[src/rtl/fir_tf_pkg.sv]
`timescale 1ns/1ps
package fir_tf_pkg;

    localparam int unsigned DEF_DATA_W = 16;
    localparam int unsigned DEF_COEF_W = 16;
    localparam int unsigned DEF_TAPS   = 3;

    // tap 0 (current sample) in the low bits; -32768, 23170, -1
    localparam logic [DEF_TAPS*DEF_COEF_W-1:0] DEF_COEFS =
        {16'hFFFF, 16'h5A82, 16'h8000};

    // width of an exact product of two signed operands
    function automatic int unsigned prod_width(int unsigned dw, int unsigned cw);
        return dw + cw;
    endfunction

    // product width plus growth for summing n products
    function automatic int unsigned acc_width(int unsigned dw, int unsigned cw,
                                              int unsigned n);
        return dw + cw + $clog2(n);
    endfunction

    // number of coefficient bits handled in the first multiplier half
    function automatic int unsigned low_split(int unsigned cw);
        return cw / 2;
    endfunction

endpackage

[src/rtl/tf_split_mult.sv]
`timescale 1ns/1ps
module tf_split_mult
    import fir_tf_pkg::*;
#(
    parameter int unsigned DATA_W = DEF_DATA_W,
    parameter int unsigned COEF_W = DEF_COEF_W,
    parameter logic signed [COEF_W-1:0] COEF = '0,
    parameter int unsigned PROD_W = prod_width(DATA_W, COEF_W)
) (
    input  logic                     clk,
    input  logic                     rst,
    input  logic                     in_valid,
    input  logic signed [DATA_W-1:0] in_data,
    output logic                     half_valid,
    output logic signed [PROD_W-1:0] product
);
    localparam int unsigned LO_W  = low_split(COEF_W);
    localparam int unsigned HI_W  = COEF_W - LO_W;
    localparam int unsigned LOP_W = DATA_W + LO_W + 1;

    localparam logic [LO_W-1:0]        COEF_LO = COEF[LO_W-1:0];
    localparam logic signed [HI_W-1:0] COEF_HI = COEF[COEF_W-1:LO_W];

    typedef struct packed {
        logic                     v;
        logic signed [DATA_W-1:0] x;
        logic signed [LOP_W-1:0]  plo;
    } half_t;

    half_t                    st_q;
    logic signed [LOP_W-1:0]  x_lo_ext;
    logic signed [LOP_W-1:0]  c_lo_ext;
    logic signed [LOP_W-1:0]  lo_mul;
    logic signed [PROD_W-1:0] x_hi_ext;
    logic signed [PROD_W-1:0] c_hi_ext;
    logic signed [PROD_W-1:0] hi_mul;
    logic signed [PROD_W-1:0] plo_ext;

    // first half: sample times unsigned low coefficient bits
    always_comb begin
        x_lo_ext = {{(LOP_W-DATA_W){in_data[DATA_W-1]}}, in_data};
        c_lo_ext = {{(LOP_W-LO_W){1'b0}}, COEF_LO};
        lo_mul   = x_lo_ext * c_lo_ext;
    end

    always_ff @(posedge clk) begin
        if (rst) begin
            st_q <= '0;
        end else begin
            st_q.v   <= in_valid;
            st_q.x   <= in_data;
            st_q.plo <= lo_mul;
        end
    end

    // second half: signed high coefficient bits, weighted by 2^LO_W
    always_comb begin
        x_hi_ext = {{(PROD_W-DATA_W){st_q.x[DATA_W-1]}}, st_q.x};
        c_hi_ext = {{(PROD_W-HI_W){COEF_HI[HI_W-1]}}, COEF_HI};
        hi_mul   = x_hi_ext * c_hi_ext;
        plo_ext  = {{(PROD_W-LOP_W){st_q.plo[LOP_W-1]}}, st_q.plo};
        product  = (hi_mul <<< LO_W) + plo_ext;
    end

    assign half_valid = st_q.v;

    // the two halves together give the exact full product
    a_r7_exact_product: assert property (@(posedge clk) disable iff (rst)
        half_valid |-> (product == $past(in_data) * COEF));

endmodule

[src/rtl/tf_accum_chain.sv]
`timescale 1ns/1ps
module tf_accum_chain #(
    parameter int unsigned NTAPS  = 3,
    parameter int unsigned PROD_W = 32,
    parameter int unsigned ACC_W  = 34
) (
    input  logic                          clk,
    input  logic                          rst,
    input  logic                          step,
    input  logic [NTAPS-1:0][PROD_W-1:0]  prods,
    output logic                          out_valid,
    output logic signed [ACC_W-1:0]       out_data
);
    logic [NTAPS-1:0][ACC_W-1:0] acc_q;
    logic                        vld_q;

    // acc_q[0] is the output; acc_q[k] holds the partial sum that
    // tap k-1 adds one accepted sample later
    for (genvar k = 0; k < NTAPS; k++) begin : g_tap
        logic [ACC_W-1:0] p_ext;
        assign p_ext = {{(ACC_W-PROD_W){prods[k][PROD_W-1]}}, prods[k]};
        if (k == NTAPS - 1) begin : g_last
            always_ff @(posedge clk) begin
                if (rst)       acc_q[k] <= '0;
                else if (step) acc_q[k] <= p_ext;
            end
        end else begin : g_mid
            always_ff @(posedge clk) begin
                if (rst)       acc_q[k] <= '0;
                else if (step) acc_q[k] <= p_ext + acc_q[k+1];
            end
        end
    end

    always_ff @(posedge clk) begin
        if (rst) vld_q <= 1'b0;
        else     vld_q <= step;
    end

    assign out_valid = vld_q;
    assign out_data  = $signed(acc_q[0]);

    // output keeps its value through a cycle with no product step
    a_r5_hold_on_gap: assert property (@(posedge clk) disable iff (rst)
        !step |=> $stable(out_data));

endmodule

[src/rtl/fir_tf_split.sv]
`timescale 1ns/1ps
module fir_tf_split
    import fir_tf_pkg::*;
#(
    parameter int unsigned DATA_W = DEF_DATA_W,
    parameter int unsigned COEF_W = DEF_COEF_W,
    parameter int unsigned NTAPS  = DEF_TAPS,
    parameter logic [NTAPS*COEF_W-1:0] COEFS = DEF_COEFS,
    parameter int unsigned ACC_W  = acc_width(DATA_W, COEF_W, NTAPS)
) (
    input  logic                     clk,
    input  logic                     rst,
    input  logic                     in_valid,
    input  logic signed [DATA_W-1:0] in_data,
    output logic                     out_valid,
    output logic signed [ACC_W-1:0]  out_data
);
    localparam int unsigned PROD_W = prod_width(DATA_W, COEF_W);

    logic [NTAPS-1:0]             half_vld;
    logic [NTAPS-1:0][PROD_W-1:0] prods;
    logic                         step;

    // broadcast: every multiplier sees the same sample in the same cycle
    for (genvar k = 0; k < NTAPS; k++) begin : g_mul
        logic signed [PROD_W-1:0] p;
        tf_split_mult #(
            .DATA_W (DATA_W),
            .COEF_W (COEF_W),
            .COEF   (COEFS[k*COEF_W +: COEF_W]),
            .PROD_W (PROD_W)
        ) u_mul (
            .clk        (clk),
            .rst        (rst),
            .in_valid   (in_valid),
            .in_data    (in_data),
            .half_valid (half_vld[k]),
            .product    (p)
        );
        assign prods[k] = p;
    end

    assign step = &half_vld;

    tf_accum_chain #(
        .NTAPS  (NTAPS),
        .PROD_W (PROD_W),
        .ACC_W  (ACC_W)
    ) u_chain (
        .clk       (clk),
        .rst       (rst),
        .step      (step),
        .prods     (prods),
        .out_valid (out_valid),
        .out_data  (out_data)
    );

    // a result is due two edges after its sample
    a_r2_valid_latency: assert property (@(posedge clk) disable iff (rst)
        in_valid |-> ##2 out_valid);

    // no sample means no result and an unchanged output
    a_r4_gap_no_effect: assert property (@(posedge clk) disable iff (rst)
        !in_valid |-> ##2 (!out_valid && $stable(out_data)));

    // reset clears the output side
    a_r6_reset_clear: assert property (@(posedge clk)
        rst |=> (!out_valid && out_data == '0));

    // all multiplier halves stay in step
    a_r8_taps_aligned: assert property (@(posedge clk) disable iff (rst)
        (half_vld == '0) || (&half_vld));

endmodule

[config.mk]
export PLATFORM = sky130hd
export DESIGN_NAME = fir_tf_split
export DESIGN_NICKNAME = d
export VERILOG_FILES = /design/src/rtl/fir_tf_pkg.sv /design/src/rtl/tf_split_mult.sv /design/src/rtl/tf_accum_chain.sv /design/src/rtl/fir_tf_split.sv
export SDC_FILE = /design/constraint.sdc
export NUM_CORES = 1
export LEC_CHECK = 0
export BUFFER_PORTS_ARGS = -buffer_cell sky130_fd_sc_hd__buf_2
export CAP_MARGIN = 10
export CORE_MARGIN = 2
export CORE_UTILIZATION = 50
export DETAILED_ROUTE_END_ITERATION = 8
export PLACE_DENSITY = 0.73
export REMOVE_ABC_BUFFERS = 1
export SLEW_MARGIN = 20
export SYNTH_ARGS = -nofsm -noshare
export SYNTH_HDL_FRONTEND = slang
export SYNTH_SLANG_ARGS = --single-unit
export TNS_END_PERCENT = 20
[constraint.sdc]
create_clock -name clk -period 13.3 [get_ports clk]
set_input_delay 0 -clock clk [delete_from_list [all_inputs] [get_ports clk]]
set_output_delay 0 -clock clk [all_outputs]
set_load 0.1 [all_outputs]
==> results.md, run 1 <==
- FF+latch count, synth: 159
- Root Buffer: clkbuf_16
- Die width: 184 µm
- Maximum VDD drop: 107 µV
- GRT busiest layer: met2
- Layout area overhead: 7.16%
- Synth Area in Simple Gates: 11.6%
- Worst stage delay on the critical path: 0.58 ns
- Post-synthesis cell type count: 70
- Final min period: 7.14 ns
- Core region area: 31,600 µm²
- Max Cap Viol: 0
- R2R depth: 30
- CTS tree: built
- Max FO, Critical Path: 6
- Grt met2 use: 37.2%
- Mux cell area share after synthesis: 4.66%
- Asr flop ratio synth: 0%
- Skew final: 0.0124 ns
- DP Cell Count: 2,188
- Vias in the first global route: 12,300
- First-pass GRT wire length: 58.0 mm
- Slew margin rel.: 30.7%
- Post-synthesis adder-cell area fraction: 33.7%
- Violated checks: hold timing
- Crit Path Class: reg2reg
- Largest family of logic cells by synthesized area: adder cells
- DP HPWL: 27.6 mm
- Final Cycle Share: 53.7%
- Worst-Margin Slew: 1.04 ns
- Ratio of cells with drive above 1 in the final layout: 5.84%
- M1 GR Usage: 27.4%
- Final Hold Viols: 2
- Max-slew violation count: 0
- Register area share after synthesis: 19.7%
- GP Congestion: 0.903
- Hold WS: -0.00517 ns
- Fmax: 140 MHz
- Post-DRT Antenna Nets: 0
- Num Clock Sinks: 159
- Setup TNS: 0 ns
- Crit path launch type: register
- Most used DFF post-synth: dfxtp_1
- Post-Synthesis Cell Area: 16,100 µm²
- DRC: 0
- Cell Count, Final, Fillers Out: 2,235
- Worst-skew pair later-pin latency: 0.44 ns
- Hold Buf Count CTS: 15
- Pwr/cell area: 219 nW/µm²
- Antenna cells: 0
- Buffers on Ports: 53
- Clock transition at path regs: 0.08 ns
- Number of DRC markers in iteration 0: 672
- Endpoints failing setup: 0
- Net count reported at finish: 2,208
- Area of the multi-input gates: 11,700 µm²
- Slowest CP cell: fa_1
- Setup bufs post-CTS: 0
- DRT Pass-1 Iters: 5
- Crit path DAT: 7.47 ns
- CTS Buf Count: 17
- Hold Path Depth: 2
- DR vias/cell: 5.51
- CP Capture Type: register
- Post-cts gate resize count: 0
- Number of flops mapped to enable cells by yosys: 0
- Synth Instances: 1,804
- GRT met3 Usage: 1.90%
- LEAKAGE: 8.52 nW
- GRT Residual Overflow: 0
- DIE AREA: 33,700 µm²
- Largest net degree at the start of global routing: 69
- Initial core utilization: 51.0%
- Compound-Gate Fraction of Synth Area: 14.5%
- Seq. cell area: 3190 µm²
- Ports: 54
- Row count: 65
- WL per Instance: 15.6 µm
- Req. time, crit path: 13.63 ns
- Initial antenna violation count: 0
- Syn_area_per_cell: 8.94 µm²
- Hold Path Class: in2reg
- Total GRT Usage: 21.1%
- Run status: finished, violations left
- Final Routed Wirelength: 34.9 mm
- Max Root-Sink Buffers: 2
- H-tree depth: 4
- Xor and xnor area share after synthesis: 8.31%
- RSZ-0062 raised after global routing: false
- Fill cell count: 2,818
- DP Area: 16,500 µm²
- Die Y: 184 µm
- Via Count: 12,300
- Ys Warns: 0
- Design Area, Final: 17,300 µm²
[routing by layer]
metal	part of all wire, %	vias up	wire, µm
met5	0	-	0
met4	2.1	0	720
met3	3.0	66	1060
met2	48	258	16600
met1	47	5855	16500
li1	-	6132	-
[per-stage QoR]
stage                     hold WS (ns)  setup slack (ns)  total power, mW  utilization [%]
after floorplan                 0.0667              6.90             2.74                -
final                         -0.00517              6.16             3.79             54.6
after CTS                     0.000487              6.26             3.78             54.6
after detailed placement         0.219              6.31             3.25             52.2
after global routing            0.0125              5.74             4.12             54.6
after global placement           0.219              6.59             3.19             52.2
[cell usage after synthesis, types with 4 or more instances]
library cell,number,area (µm²)
a211oi_1,18,135
a21boi_0,5,37.5
a21o_1,60,450
a21oi_1,98,490
a311oi_1,4,35.0
a31oi_1,13,81.3
and2_1,6,37.5
and3_1,10,62.6
buf_1,10,37.5
buf_4,34,255
clkbuf_1,28,105
dfxtp_1,159,3180
fa_1,107,2140
ha_1,262,3280
inv_1,214,803
mux2i_1,74,741
nand2_1,62,233
nand2b_1,21,131
nand3_1,26,130
nand4_1,9,56.3
nor2_1,191,717
nor2b_1,36,225
nor3_1,17,85.1
nor3b_1,4,30.0
o211ai_1,6,45.0
o21a_1,14,105
o21ai_0,49,245
o21ai_1,6,30.0
o21bai_1,18,135
o22ai_1,13,81.3
o31ai_1,4,30.0
or2_2,7,43.8
or3_1,7,43.8
xnor2_1,102,893
xor2_1,51,447
[worst paths after layout]
| kind | to | slack, ns | startpoint |
|---|---|---|---|
| max reg2reg | u_chain.acc_q[65] | 6.16 | g_mul[1].u_mul.plo_ext[6] |
| min | u_chain.acc_q[37] | -0.005 | rst |
| min reg2reg | u_chain.acc_q[71] | 0.48 | g_mul[2].u_mul.plo_ext[3] |
| max | u_chain.acc_q[65] | 6.16 | g_mul[1].u_mul.plo_ext[6] |
[logic make-up after synthesis]
| logic type | Yosys count |
|---|---|
| and+or+nand+nor | 405 |
| adders and majority gates | 370 |
| AOI/OAI and AO/OA | 353 |
| buffers and inverters | 289 |
| DFF | 159 |
| xor gates and xnor gates | 153 |
| muxes | 75 |
[flip-flops by register name, indices dropped and copies added (netlist names)]
register / count
g_mul.u_mul.plo_ext: 48
g_mul.u_mul.st_q: 10
u_chain.out_valid: 1
g_mul.u_mul.half_valid: 1
u_chain.acc_q: 65
u_chain.out_data: 34
[cells in the final DEF (no fill, tap or decap), drive strengths merged, types with 4 or more instances in the layout]
cell / n
xnor2: 102
or2: 8
nand3: 26
nor3b: 4
a31o: 4
a21boi: 5
o21bai: 18
buf: 57
and3: 10
fa: 107
a21oi: 100
and2: 6
ha: 262
or3: 7
a21o: 60
nor2: 191
clkbuf: 17
o31ai: 4
o211ai: 6
xor2: 51
a31oi: 13
nand2: 62
dlygate4sd3: 15
o22ai: 13
dfxtp: 159
mux2i: 74
clkinv: 7
inv: 222
o21ai: 55
o21a: 14
nand4: 9
nand2b: 21
a311oi: 4
nor2b: 36
nor3: 17
a211oi: 19
[final cells by class]
class / count / area share, %
clock buffers: 17 / 2.46
clock inverters: 15 / 1.08
inverters: 214 / 4.65
multi-input cells: 1356 / 67.9
flip-flops and latches: 159 / 18.4
well taps: 402 / 2.91
repair buffers: 72 / 2.59
[report_power, final]
part | leakage [nW] | total [mW] | internal (mW) | switching [mW]
logic | 6.92 | 2.62 | 1.09 | 1.53
clock network | 0.299 | 0.506 | 0.257 | 0.249
registers | 1.31 | 0.666 | 0.585 | 0.0805
[critical path: cells and delay by family, from the launching register on]
family | cells | cell delay [ns]
compound gates | 16 | 3.01
fa+ha+maj | 7 | 2.74
flops | 1 | 0.50
xor+xnor | 3 | 0.48
buf+inv | 3 | 0.25
simple gates | 1 | 0.04
(Power assumes the default switching activity.)
==> inputs of run 2 (changes only) <==
--- a/config.mk
+++ b/config.mk
@@ -5,6 +5,7 @@
 export SDC_FILE = /design/constraint.sdc
 export NUM_CORES = 1
 export LEC_CHECK = 0
+export ABC_AREA = 1
 export BUFFER_PORTS_ARGS = -buffer_cell sky130_fd_sc_hd__buf_2
 export CAP_MARGIN = 10
 export CORE_MARGIN = 2
==> constraint.sdc (replaced) <==
create_clock -name clk -period 7.2 [get_ports clk]
set_input_delay 0 -clock clk [delete_from_list [all_inputs] [get_ports clk]]
set_output_delay 0 -clock clk [all_outputs]
set_load 0.1 [all_outputs]
==> results.md, run 2 <==
- Run status: finished clean (was finished, violations left)
- Layout area overhead: 6.96% (was 7.16%)
- Buffers on Ports: 53 (unchanged)
- Reg2reg setup slack: 0.49 ns (was 6.16 ns)
- Endpoints failing setup: 0 (unchanged)
- Clock transition at path regs: 0.07 ns (was 0.08 ns)
- Row count: 70 (was 65)
- Die Y: 198 µm (was 184 µm)
- Worst r2r dst: u_chain.acc_q[60] (was u_chain.acc_q[65])
- Crit Path Class: reg2reg (unchanged)
- DP HPWL: 43.8 mm (was 27.6 mm)
- Fmax: 149 MHz (was 140 MHz)
- Commonest non-fill, non-tap cell in the layout: nand2_1 (was ha_1)
- Vias in the first global route: 17,100 (was 12,300)
- Largest family of logic cells by synthesized area: adder cells (unchanged)
- Delay-heaviest family, CP: adder cells (was compound AO/OA/AOI/OAI gates)
- Largest net degree at the start of global routing: 81 (was 69)
- Worst slack at placement: 0.574 ns (was 6.31 ns)
- Slew margin rel.: 35.7% (was 30.7%)
- FF+latch count, synth: 159 (unchanged)
- Most used DFF post-synth: dfxtp_1 (unchanged)
- Synth Area in Simple Gates: 26.5% (was 11.6%)
- Hold path endpoint: g_mul[2].u_mul.st_q[39] (was u_chain.acc_q[37])
- Yosys top cell by area: ha_1 (unchanged)
- Most frequent cells in the layout: nand2_1, inv_1, nor2_1, ha_1, a21oi_1 (was ha_1, inv_1, nor2_1, dfxtp_1, fa_1)
- Post-cts gate resize count: 0 (unchanged)
- DRC: 0 (unchanged)
- Number of DRC markers in iteration 0: 983 (was 672)
- Root Buffer: clkbuf_16 (unchanged)
- Hold WS: 0.0165 ns (was -0.00517 ns)
- Total GRT Usage: 28.1% (was 21.1%)
- Most frequent cells after synthesis: nand2_1, inv_1, nor2_1 (was ha_1, inv_1, nor2_1)
- GP Congestion: 1.01 (was 0.903)
- WL per Instance: 15.8 µm (was 15.6 µm)
- Final core utilization: 54.6% (about the same)
- Compound-Gate Fraction of Synth Area: 10.2% (was 14.5%)
- Final Routed Wirelength: 52.7 mm (was 34.9 mm)
- Fill cell count: 3,697 (was 2,818)
- Setup TNS: 0 ns (unchanged)
- Antenna cells: 0 (unchanged)
- Final Hold Viols: 0 (was 2)
- Req. time, crit path: 7.56 ns (was 13.63 ns)
- Setup WS post-layout: 0.492 ns (was 6.16 ns)
- Max-slew violation count: 0 (unchanged)
- Ranking of synthesized cells by area: ha_1, dfxtp_1, nand2_1 (was ha_1, dfxtp_1, fa_1)
- Die width: 198 µm (was 184 µm)
- Initial antenna violation count: 0 (unchanged)
- R2R depth: 27 (was 30)
- Worst-skew pair later-pin latency: 0.46 ns (was 0.44 ns)
- Post-DRT Antenna Nets: 0 (unchanged)
- Max Root-Sink Buffers: 2 (unchanged)
- GRT Residual Overflow: 0 (unchanged)
- Num Clock Sinks: 159 (unchanged)
- Cell Count, Final, Fillers Out: 3,332 (was 2,235)
- Worst R2R Start: g_mul[1].u_mul.plo_ext[6] (unchanged)
- Xor and xnor area share after synthesis: 4.24% (was 8.31%)
- Post-synth top area share: 17.5% (was 20.3%)
- Mux cell area share after synthesis: 0% (was 4.66%)
- Worst-Margin Slew: 0.965 ns (was 1.04 ns)
- Max Cap Viol: 0 (unchanged)
- Most flops, register: u_chain.acc_q (unchanged)
- Crit path DAT: 7.07 ns (was 7.47 ns)
- Setup bufs post-CTS: 0 (unchanged)
- Crit path depth: 27 (was 30)
- LEAKAGE: 11.6 nW (was 8.52 nW)
- CTS Buf Count: 17 (unchanged)
- Register area share after synthesis: 17.0% (was 19.7%)
- DP Area: 19,200 µm² (was 16,500 µm²)
- Design Area, Final: 20,100 µm² (was 17,300 µm²)
- Hold Path Depth: 3 (was 2)
- Post-synthesis cell type count: 42 (was 70)
- Hold Path Class: in2reg (unchanged)
- Ports: 54 (unchanged)
- H-tree depth: 4 (unchanged)
- CP dominant cell by count: ha_1
- Maximum VDD drop: 226 µV (was 107 µV)
- Pwr/cell area: 381 nW/µm² (was 219 nW/µm²)
- DRT Pass-1 Iters: 7 (was 5)
- Number of flops mapped to enable cells by yosys: 0 (unchanged)
- DR vias/cell: 5.18 (was 5.51)
- Ratio of cells with drive above 1 in the final layout: 3.95% (was 5.84%)
- Net count reported at finish: 3,239 (was 2,208)
- Final min period: 6.71 ns (was 7.14 ns)
- Skew final: 0.0153 ns (was 0.0124 ns)
- Worst Path Buf+Inv: 4 (was 3)
- DP Cell Count: 3,280 (was 2,188)
- Syn_area_per_cell: 6.64 µm² (was 8.94 µm²)
- Post-synthesis adder-cell area fraction: 28.9% (was 33.7%)
- Min-delay src: in_data[14] (was rst)
- Largest register FFs: 65 (unchanged)
- Asr flop ratio synth: 0% (unchanged)
- Crit path launch type: register (unchanged)
- Final Cycle Share: 93.2% (was 53.7%)
- Total power: 7.65 mW (was 3.79 mW)
- Post-Synthesis Cell Area: 18,800 µm² (was 16,100 µm²)
- Slowest CP cell: fa_1 (unchanged)
- Synth Instances: 2,828 (was 1,804)
- Via Count: 17,300 (was 12,300)
- Max FO, Critical Path: 6 (unchanged)
- Worst stage delay on the critical path: 0.56 ns (was 0.58 ns)
- CTS tree: built (unchanged)
- DIE AREA: 39,100 µm² (was 33,700 µm²)
- Initial core utilization: 51.0% (about the same)
- Core region area: 36,800 µm² (was 31,600 µm²)
- RSZ-0062 raised after global routing: false (unchanged)
- First-pass GRT wire length: 86.3 mm (was 58.0 mm)
- CP Capture Type: register (unchanged)
- Most frequent cell after synthesis: nand2_1 (was ha_1)
- Ys Warns: 0 (unchanged)
[run 2: cell types whose count changed after synthesis, moves of 44 or more]
cell,previous run,this run
inv_1,214,549
o21ai_0,49,123
a21oi_1,98,165
nand2_1,62,632
nor2_1,191,382
nand3_1,26,158
mux2i_1,74,0
a21o_1,60,16
xnor2_1,102,21
[run 2: layer usage]
| layer | GRT usage (%) | routed length, µm | part of all wire, % | vias up |
|---|---|---|---|---|
| met3 | 3.07 | 2150 | 4.1 | 78 |
| li1 | - | - | - | 8821 |
| met1 | 35.6 | 24000 | 46 | 7958 |
| met5 | 0 | 0 | 0 | - |
| met2 | 50.0 | 25000 | 47 | 393 |
| met4 | 8.99 | 1570 | 3.0 | 0 |
[run 2: cell type report]
class	instances	area [µm²]	area share, %
multi-input combinational	2045	13100	65.3
sequential	159	3190	15.9
inverter	551	2070	10.3
tap	468	586	2.92
timing repair buffer	77	495	2.47
clock inverter	15	210	1.05
clock buffer	17	425	2.12
[run 2: cell families (layout without fill, tap and decap cells)]
| group | count (synthesis) | count (layout) |
|---|---|---|
| XOR/XNOR | 91 | 91 |
| flip-flops | 159 | 159 |
| adder cells (fa/ha/maj) | 369 | 369 |
| AND/OR/NAND/NOR | 1233 | 1233 |
| buffers and inverters | 624 | 660 |
| AO/OA/AOI/OAI | 352 | 352 |
[run 2: how the worst max path moves through the flow]
stage / endpoint / startpoint / slack [ns]
after global placement: u_chain.acc_q[60] / g_mul[2].u_mul.st_q[33] / 0.62
after detailed placement: u_chain.acc_q[60] / g_mul[1].u_mul.plo_ext[4] / 0.57
final: u_chain.acc_q[60] / g_mul[1].u_mul.plo_ext[6] / 0.49
after floorplan: u_chain.acc_q[66] / g_mul[1].u_mul.plo_ext[6] / 1.61
after global routing: u_chain.acc_q[60] / g_mul[2].u_mul.st_q[33] / 0.12
after CTS: u_chain.acc_q[60] / g_mul[2].u_mul.st_q[33] / 0.55
[run 2: repair_timing]
| item | 4_1_cts | 5_1_grt |
|---|---|---|
| setup endpoints to repair | 0 | 0 |
| hold endpoints to repair | 23 | 0 |
| hold buffers | 20 | 0 |
[run 2: tightest hold or removal path, delay by kind of cell]
family                 cells  cell delay, ns
buffers and inverters      2            0.37
AND/OR/NAND/NOR            1            0.05
[run 2: power by group]
group          internal [mW]  switching, mW
clock                  0.535          0.450
sequential              1.03          0.113
combinational           1.84           3.69
total                   3.40           4.25
==> inputs of run 3 (changes only) <==
--- a/config.mk
+++ b/config.mk
@@ -9,9 +9,9 @@
 export BUFFER_PORTS_ARGS = -buffer_cell sky130_fd_sc_hd__buf_2
 export CAP_MARGIN = 10
 export CORE_MARGIN = 2
-export CORE_UTILIZATION = 50
+export CORE_UTILIZATION = 65
 export DETAILED_ROUTE_END_ITERATION = 8
-export PLACE_DENSITY = 0.73
+export PLACE_DENSITY = 0.9
 export REMOVE_ABC_BUFFERS = 1
 export SLEW_MARGIN = 20
 export SYNTH_ARGS = -nofsm -noshare
==> results.md, run 3 (same netlist as run 2, synthesis figures left out) <==
- Run status: finished clean (unchanged)
- DRT Pass-1 Iters: 6 (was 7)
- Maximum VDD drop: 246 µV (was 226 µV)
- Hold Path Class: in2reg (unchanged)
- DP Cell Count: 3,197 (was 3,280)
- Slowest CP cell: fa_1 (unchanged)
- Crit path DAT: 7.02 ns (was 7.07 ns)
- Worst stage delay on the critical path: 0.56 ns (about the same)
- Core region area: 28,500 µm² (was 36,800 µm²)
- Endpoints failing setup: 0 (unchanged)
- Die width: 174 µm (was 198 µm)
- Slew margin rel.: 33.4% (was 35.7%)
- Number of DRC markers in iteration 0: 1,344 (was 983)
- Largest register FFs: 65 (unchanged)
- DRC: 0 (unchanged)
- CTS tree: built (unchanged)
- GP Congestion: 0.983 (was 1.01)
- Cell Count, Final, Fillers Out: 3,244 (was 3,332)
- WL per Instance: 17.3 µm (was 15.8 µm)
- Buffers on Ports: 53 (unchanged)
- Final Cycle Share: 92.7% (was 93.2%)
- First-pass GRT wire length: 89.7 mm (was 86.3 mm)
- Hold Path Depth: 3 (unchanged)
- Max Root-Sink Buffers: 2 (unchanged)
- Ratio of cells with drive above 1 in the final layout: 4.09% (was 3.95%)
- Max-slew violation count: 0 (unchanged)
- Setup bufs post-CTS: 0 (unchanged)
- Commonest non-fill, non-tap cell in the layout: nand2_1 (unchanged)
- R2R depth: 32 (was 27)
- Antenna cells: 0 (unchanged)
- Num Clock Sinks: 159 (unchanged)
- Largest net degree at the start of global routing: 83 (was 81)
- CP Capture Type: register (unchanged)
- Ports: 54 (unchanged)
- Fmax: 150 MHz (was 149 MHz)
- Row count: 62 (was 70)
- Initial antenna violation count: 0 (unchanged)
- RSZ-0062 raised after global routing: false (unchanged)
- Post-DRT Antenna Nets: 0 (unchanged)
- DIE AREA: 30,300 µm² (was 39,100 µm²)
- DR vias/cell: 5.57 (was 5.18)
- GRT Residual Overflow: 0 (unchanged)
- Layout area overhead: 6.03% (was 6.96%)
- Worst-Margin Slew: 0.999 ns (was 0.965 ns)
- CP dominant cell by count: nand2_1 (was ha_1)
- Crit path launch type: register (unchanged)
- Max Cap Viol: 0 (unchanged)
- Skew final: 0.0150 ns (was 0.0153 ns)
- Vias in the first global route: 18,100 (was 17,100)
- Worst-skew pair later-pin latency: 0.45 ns (was 0.46 ns)
- Net count reported at finish: 3,235 (was 3,239)
- H-tree depth: 4 (unchanged)
- Total GRT Usage: 37.4% (was 28.1%)
- Crit Path Class: reg2reg (unchanged)
- Pwr/cell area: 390 nW/µm² (was 381 nW/µm²)
- Final Routed Wirelength: 56.0 mm (was 52.7 mm)
- Clock transition at path regs: 0.07 ns (about the same)
- Setup TNS: 0 ns (unchanged)
- Max FO, Critical Path: 5 (was 6)
- Final min period: 6.67 ns (was 6.71 ns)
- DP HPWL: 45.2 mm (was 43.8 mm)
- Via Count: 18,100 (was 17,300)
- Final Hold Viols: 0 (unchanged)
- LEAKAGE: 11.5 nW (was 11.6 nW)
- Most frequent cells in the layout: nand2_1, inv_1, nor2_1, ha_1, a21oi_1 (unchanged)
- Req. time, crit path: 7.55 ns (was 7.56 ns)
- Most flops, register: u_chain.acc_q (unchanged)
- Die Y: 174 µm (was 198 µm)
- CTS Buf Count: 17 (unchanged)
- Initial core utilization: 65.8% (was 51.0%)
- Root Buffer: clkbuf_16 (unchanged)
run 3: changes by cell type in the layout (fill, tap and decap cells not counted), sizes merged:
cell / change
buf: +1
bufinv: -2
clkbuf: +1
clkinvlp: +1
dlygate4sd3: -5
run 3: layout make-up:
cell class                 instances  area [µm²]
sequential                       159        3190
clock inverter                    14         161
timing repair buffer              73         453
fill                            2464        8640
clock buffer                      18         439
inverter                         551        2070
tap                              384         480
multi-input combinational       2045       13100
run 3: final timing paths:
| check | from | end | slack, ns |
|---|---|---|---|
| max | g_mul[2].u_mul.st_q[33] | u_chain.acc_q[60] | 0.53 |
| min | in_data[14] | g_mul[2].u_mul.st_q[39] | 0.05 |
| max reg2reg | g_mul[2].u_mul.st_q[33] | u_chain.acc_q[60] | 0.53 |
| min reg2reg | g_mul[2].u_mul.plo_ext[4] | u_chain.acc_q[72] | 0.45 |
run 3: power breakdown:
group	leakage (nW)	total (mW)	switching, mW	internal (mW)
clock network	0.291	0.944	0.467	0.477
logic	9.92	5.66	3.80	1.86
registers	1.32	1.15	0.123	1.03
run 3: metrics by stage:
step	utilization (%)	cell area (µm²)	hold WS, ns	worst slack (ns)	power (mW)
finish	69.7	19900	0.0452	0.526	7.76
global route	69.7	19900	0.0410	0.0409	8.45
CTS	69.7	19900	0.0300	0.312	7.60
detailed placement	67.1	19100	0.213	0.353	6.61
global placement	67.1	19100	0.210	0.346	6.48
floorplan	-	18400	0.0667	1.61	5.18
run 3: layer usage:
layer  vias to the layer above  track usage [%]  wire length (µm)
met5                         -                0                 0
li1                       8806                -                 -
met4                         0             19.4              3120
met1                      8391             43.3             22300
met3                       186             5.29              3290
met2                       702             67.3             27300
run 3: repair_timing:
action	CTS	global route
hold buffers	15	0
gates resized for setup	0	4
endpoints found under the setup margin	0	3
hold endpoints to repair	15	0
run 3: critical path, delay by kind of cell (launching register included):
| kind | cells | cell delay (ns) |
|---|---|---|
| AOI/OAI and AO/OA | 5 | 1.26 |
| xor gates and xnor gates | 2 | 0.42 |
| adders and majority gates | 7 | 2.67 |
| buffers and inverters | 5 | 0.35 |
| DFF | 1 | 0.44 |
| and+or+nand+nor | 13 | 1.42 |
